`src/rtl/bus_dec_pkg.sv`:
```
package bus_dec_pkg;

  localparam int N_RGN = 5;
  localparam int SEL_SFR = 0;
  localparam int SEL_P8  = 1;
  localparam int SEL_P16 = 2;
  localparam int SEL_RAM = 3;
  localparam int SEL_NVM = 4;

  typedef enum logic [2:0] {
    RG_NONE = 3'd0,
    RG_SFR  = 3'd1,
    RG_P8   = 3'd2,
    RG_P16  = 3'd3,
    RG_RAM  = 3'd4,
    RG_NVM  = 3'd5
  } region_e;

  // Region that owns a byte address; the gap between RAM and NVM maps to none.
  function automatic region_e map_region(input logic [15:0] a,
                                         input logic [15:0] sfr_end,
                                         input logic [15:0] p8_end,
                                         input logic [15:0] p16_end,
                                         input logic [15:0] ram_base,
                                         input logic [15:0] ram_last,
                                         input logic [15:0] nvm_base);
    if (a <= sfr_end)                       return RG_SFR;
    if (a <= p8_end)                        return RG_P8;
    if (a <= p16_end)                       return RG_P16;
    if (a >= ram_base && a <= ram_last)     return RG_RAM;
    if (a >= nvm_base)                      return RG_NVM;
    return RG_NONE;
  endfunction

  function automatic region_e region_of_index(input int idx);
    case (idx)
      SEL_SFR: return RG_SFR;
      SEL_P8:  return RG_P8;
      SEL_P16: return RG_P16;
      SEL_RAM: return RG_RAM;
      default: return RG_NVM;
    endcase
  endfunction

  function automatic int index_of_region(input region_e r);
    case (r)
      RG_SFR:  return SEL_SFR;
      RG_P8:   return SEL_P8;
      RG_P16:  return SEL_P16;
      RG_RAM:  return SEL_RAM;
      default: return SEL_NVM;
    endcase
  endfunction

  // Lane enable of a single byte: even address -> low lane.
  function automatic logic [1:0] byte_lane(input logic a0);
    return a0 ? 2'b10 : 2'b01;
  endfunction

  function automatic logic [15:0] zext_byte(input logic [7:0] b);
    return {8'h00, b};
  endfunction

endpackage

```
`src/rtl/bus_region_map.sv`:
```
module bus_region_map
  import bus_dec_pkg::*;
#(
  parameter logic [15:0] SFR_END  = 16'h000F,
  parameter logic [15:0] P8_END   = 16'h00FF,
  parameter logic [15:0] P16_END  = 16'h01FF,
  parameter logic [15:0] RAM_BASE = 16'h0200,
  parameter logic [15:0] RAM_LAST = 16'h09FF,
  parameter logic [15:0] NVM_BASE = 16'h1100
) (
  input  logic        valid,
  input  logic        is_byte,
  input  logic [15:0] addr,
  output region_e     region,
  output logic        word_odd,
  output logic        sfr_word,
  output logic        p16_odd,
  output logic        err
);
  assign region   = map_region(addr, SFR_END, P8_END, P16_END, RAM_BASE, RAM_LAST, NVM_BASE);
  assign word_odd = valid && !is_byte && addr[0];
  assign sfr_word = valid && !is_byte && (region == RG_SFR);
  assign p16_odd  = valid && is_byte && addr[0] && (region == RG_P16);
  assign err      = word_odd || sfr_word || p16_odd;
endmodule

```
`src/rtl/bus_lane_steer.sv`:
```
module bus_lane_steer
  import bus_dec_pkg::*;
(
  input  logic             valid,
  input  logic             we,
  input  logic             is_byte,
  input  logic             addr0,
  input  logic             err,
  input  region_e          region,
  input  logic [15:0]      wdata,
  output logic [N_RGN-1:0] sel,
  output logic [1:0]       lanes,
  output logic             wr,
  output logic [15:0]      wdata_out
);
  logic accept;
  assign accept = valid && !err && (region != RG_NONE);

  for (genvar i = 0; i < N_RGN; i++) begin : g_sel
    assign sel[i] = accept && (region == region_of_index(i));
  end

  always_comb begin
    lanes = 2'b00;
    if (accept) begin
      if (region == RG_P8)        lanes = 2'b01;
      else if (!is_byte)          lanes = 2'b11;
      else                        lanes = byte_lane(addr0);
    end
  end

  assign wr        = accept && we;
  assign wdata_out = is_byte ? {wdata[7:0], wdata[7:0]} : wdata;
endmodule

```
`src/rtl/bus_rdata_fmt.sv`:
```
module bus_rdata_fmt
  import bus_dec_pkg::*;
#(
  parameter logic [7:0] P8_FILL = 8'h00
) (
  input  logic                  clk,
  input  logic                  rst_n,
  input  logic                  rd_en,
  input  region_e               region,
  input  logic                  is_byte,
  input  logic                  addr0,
  input  logic [N_RGN-1:0][15:0] rd_words,
  output logic [15:0]           rdata
);
  logic [15:0] word;
  logic [15:0] shaped;

  assign word = rd_words[index_of_region(region)];

  always_comb begin
    case (region)
      RG_P8:   shaped = {(is_byte ? 8'h00 : P8_FILL), word[7:0]};
      RG_P16:  shaped = is_byte ? zext_byte(word[7:0]) : word;
      default: shaped = is_byte ? zext_byte(addr0 ? word[15:8] : word[7:0]) : word;
    endcase
  end

  always_ff @(posedge clk or negedge rst_n) begin
    if (!rst_n) rdata <= 16'h0000;
    else        rdata <= rd_en ? shaped : 16'h0000;
  end
endmodule

```
`src/rtl/bus_region_decoder.sv`:
```
module bus_region_decoder
  import bus_dec_pkg::*;
#(
  parameter logic [15:0] SFR_END  = 16'h000F,
  parameter logic [15:0] P8_END   = 16'h00FF,
  parameter logic [15:0] P16_END  = 16'h01FF,
  parameter logic [15:0] RAM_BASE = 16'h0200,
  parameter int          RAM_BYTES = 2048,
  parameter logic [15:0] NVM_BASE = 16'h1100,
  parameter logic [7:0]  P8_FILL  = 8'h00
) (
  input  logic             clk,
  input  logic             rst_n,
  input  logic             req_valid,
  input  logic             req_we,
  input  logic             req_byte,
  input  logic [15:0]      req_addr,
  input  logic [15:0]      req_wdata,
  output logic [N_RGN-1:0] rgn_sel,
  output logic [1:0]       lane_en,
  output logic             tgt_we,
  output logic [15:0]      tgt_wdata,
  output logic             acc_err,
  input  logic [15:0]      rd_sfr,
  input  logic [7:0]       rd_p8,
  input  logic [15:0]      rd_p16,
  input  logic [15:0]      rd_ram,
  input  logic [15:0]      rd_nvm,
  output logic [15:0]      cpu_rdata
);
  localparam logic [15:0] RAM_LAST = 16'(RAM_BASE + RAM_BYTES - 1);

  // Named decode events, visible to the bound checker.
  region_e hit_region;
  logic    word_odd_ev;
  logic    sfr_word_ev;
  logic    p16_odd_ev;
  logic    read_ev;
  logic [N_RGN-1:0][15:0] rd_words;

  bus_region_map #(
    .SFR_END(SFR_END), .P8_END(P8_END), .P16_END(P16_END),
    .RAM_BASE(RAM_BASE), .RAM_LAST(RAM_LAST), .NVM_BASE(NVM_BASE)
  ) u_map (
    .valid(req_valid), .is_byte(req_byte), .addr(req_addr),
    .region(hit_region), .word_odd(word_odd_ev), .sfr_word(sfr_word_ev),
    .p16_odd(p16_odd_ev), .err(acc_err)
  );

  bus_lane_steer u_steer (
    .valid(req_valid), .we(req_we), .is_byte(req_byte), .addr0(req_addr[0]),
    .err(acc_err), .region(hit_region), .wdata(req_wdata),
    .sel(rgn_sel), .lanes(lane_en), .wr(tgt_we), .wdata_out(tgt_wdata)
  );

  assign rd_words[SEL_SFR] = rd_sfr;
  assign rd_words[SEL_P8]  = {8'h00, rd_p8};
  assign rd_words[SEL_P16] = rd_p16;
  assign rd_words[SEL_RAM] = rd_ram;
  assign rd_words[SEL_NVM] = rd_nvm;

  assign read_ev = (|rgn_sel) && !req_we;

  bus_rdata_fmt #(.P8_FILL(P8_FILL)) u_fmt (
    .clk(clk), .rst_n(rst_n), .rd_en(read_ev), .region(hit_region),
    .is_byte(req_byte), .addr0(req_addr[0]), .rd_words(rd_words), .rdata(cpu_rdata)
  );
endmodule

```
`config.mk`:
```
export PLATFORM = sky130hd
export DESIGN_NAME = bus_region_decoder
export DESIGN_NICKNAME = d
export VERILOG_FILES = /design/src/rtl/bus_dec_pkg.sv /design/src/rtl/bus_region_map.sv /design/src/rtl/bus_lane_steer.sv /design/src/rtl/bus_rdata_fmt.sv /design/src/rtl/bus_region_decoder.sv
export SDC_FILE = /design/constraint.sdc
export NUM_CORES = 1
export LEC_CHECK = 0
export BUFFER_PORTS_ARGS = -buffer_cell sky130_fd_sc_hd__buf_2
export CAP_MARGIN = 20
export CORE_ASPECT_RATIO = 2
export CORE_MARGIN = 1
export CORE_UTILIZATION = 35
export DETAILED_ROUTE_END_ITERATION = 7
export MAX_ROUTING_LAYER = met4
export PLACE_DENSITY = 0.81
export SKIP_LAST_GASP = 1
export SLEW_MARGIN = 40
export SYNTH_ARGS = -nofsm -noshare
export SYNTH_HDL_FRONTEND = slang
export SYNTH_SLANG_ARGS = --single-unit
export TNS_END_PERCENT = 50
```
`constraint.sdc`:
```
create_clock -name clk -period 1.6 [get_ports clk]
set_input_delay 0.08 -clock clk [delete_from_list [all_inputs] [get_ports clk]]
set_output_delay 0.08 -clock clk [all_outputs]
set_load 0.1 [all_outputs]
```
==> results.toml <==
[status]
status = "finished with violations"
failed_checks = "setup timing"

[floorplan]
dieWidth_um = 52.3
coreArea_um2 = 4860
initial_utilization_pct = 36.4
num_io_pins = 150
dieArea_um2 = 5360
row_count = 36
dieHeight_um = 103

[final_layout]
drive_above_1_share_pct = 60.4
diodes = 0
largest_reg_flops = 16
regMostFlops = "u_fmt.rdata"
regArea_um2 = 400
layout.nets = 506
multi_input_area_um2 = 1380
syn_to_final_growth_pct = 84.4
reg_top3 = "u_fmt.rdata (16)"
num-fill-cells = 431
final_util_pct = 67.1

[logic_synthesis]
synth_warnings = 0
synth-main-ff-cell = "dfrtp_1"
synth_area_per_cell_um2 = 8.12
syn_area_um2 = 1770
ys_top_cells_by_area = "dfrtp_1, a21oi_1, mux2i_1, mux2_2, a222oi_1"
synthDistinctLibCells = 36
yosysSeqAreaShare_pct = 22.6
synth_top_cell_by_area = "dfrtp_1"
synthArstFlopShare_pct = 100
synth-edff-count = 0
synth_seq_cells = 16
synth_fp_nets = 327
netlist_instances = 218
synth_top_area_share_pct = 22.6

[grt]
grt_pass1_vias = 2541
grt_max_degree = 22
antenna_found_initial = 0
use_met3_pct = 5.31
use_met2_pct = 53.1
grt-ovfl-total = 0
met1_usage_pct = 28.6
busiest_layer = "met2"
grt.total_usage_pct = 29.1
grt_first_pass_wirelength_um = 11400

[setup_path]
critPathTopFamily = "simple AND/OR/NAND/NOR gates"
cp.required_ns = 1.52
max_stage_delay_ns = 0.54
end_kind = "primary output"
start_kind = "input port"
worst-path-buf-inv = 4
crit_path_frequent_cell = "buf_6"
cp.arrival_ns = 1.69
worstPathMaxFanout = 3
worstSetupStartpoint = "req_addr[7]"
critPathKind = "input port to primary output"
worst_path_max_delay_cell = "or4_4"
path_cells = "buf_6 > or4_4 > nor4_2 > buf_4 > o22ai_4 > buf_6 > nor2b_4 > buf_12"

[place]
gp_congestion = 1.04
port_buffers = 146
hpwl_um = 5910
dpl_worst_slack_ns = -0.252

[pwr]
p_leak_nw = 1.64
ir_worst_vdd_mv = 0.515
powerDensity_nw_per_um2 = 533

[timing]
slew_viol_final = 0
timing.final.crit_share_pct = 111
setup_violations = 19
max_slew_margin_pct = 67.0
tns_ns = -1.05
clock.fmax_mhz = 565
fin_ws_ns = -0.169
rsz0062_at_grt = "true"
worst_pin_slew_ns = 0.499
hold_viol_final = 0
min_period_ns = 1.77
whs_ns = 0.0924

[clock_network]
h-tree-depth = 1
root_buffer = "clkbuf_8"
cts_sinks = 16
cts_tree = "done"
numCtsBuffers = 3
cts_buffer_depth = 2
clk_pin_slew_ns = 0.07

[route]
firstDrtPassIters = 5
drcViolationCount = 0
drtIter0Drc = 158
ant_nets = 0
wirelength_um = 7540
wl_per_cell_um = 16.6
avgViaCountPerCell = 5.87
vias = 2658

[worst_hold_path]
hp-class = "input port to register"
holdCritStartpoint = "rd_sfr[15]"

[job]
drv_cap = 0
-- cell families after synthesis --
family | count (synthesis) | synth area share (%)
compound gates | 72 | 29.7
mux | 17 | 10.2
flops | 16 | 22.6
buf+inv | 27 | 9.05
simple gates | 86 | 28.4
-- what timing repair did --
item,CTS,global route
resized for setup,14,17
setup endpoints to repair,9,25
setup buffers,1,3
hold buffers,1,0
pin swaps,6,5
endpoints found under the hold margin,16,0
-- power by group --
group / internal, W / leakage (nW) / switching (W)
clock network: 0.000219 / 0.0288 / 0.000150
logic: 0.000324 / 1.39 / 0.000624
registers: 0.000417 / 0.220 / 0.00000285
total: 0.000960 / 1.64 / 0.000777
-- synthesized netlist by cell type, types with 5 or more instances --
master,count
a21oi_1,18
dfrtp_1,16
nand2_1,14
nor2_1,13
buf_4,10
nand4_1,10
a221oi_1,9
and3_1,9
mux2i_1,9
nand3_1,9
o21ai_0,9
a222oi_1,8
a31o_1,8
a31oi_1,8
and2_1,8
mux2_2,8
o2bb2ai_1,8
or3_1,8
buf_2,5
clkbuf_1,5
-- stage by stage --
| step | instances | total power [W] | area [um^2] |
|---|---|---|---|
| final | 453 | 0.00174 | 3260 |
| after global routing | 453 | 0.00179 | 3260 |
| after CTS | 450 | 0.00170 | 3160 |
| after detailed placement | 444 | 0.00132 | 3020 |
| after global placement | 444 | 0.00130 | 3020 |
| after floorplan | 218 | 0.00102 | 1950 |
-- metal layers --
layer  share of wire [%]  vias up
li1                    -     1211
met1                  32     1252
met2                  57      168
met3                 7.8       27
met4                 2.9        0
met5                   0        -
-- final timing paths --
kind | slack [ns] | endpoint | cells after the start
max in group asynchronous | 1.08 | u_fmt.rdata[6] | 2
min | 0.09 | u_fmt.rdata[15] | 3
max | -0.17 | acc_err | 8
min in group asynchronous | 0.26 | u_fmt.rdata[15] | 2
-- cell type report --
cell class	count	area share, %
clock buffers	4	1.69
inverters	4	0.460
repair buffers	197	41.0
flip-flops and latches	16	12.3
multi-input cells	175	42.3
well taps	57	2.19
-- cell usage in the layout, fill, tap and decap left out, drive strengths merged, types with 10 or more instances in the layout --
cell and count:
nand2 14, dfrtp 16, a21oi 19, buf 196, o21ai 10, nand4 10
nor2 13
Power figures use the tool's default switching activity.
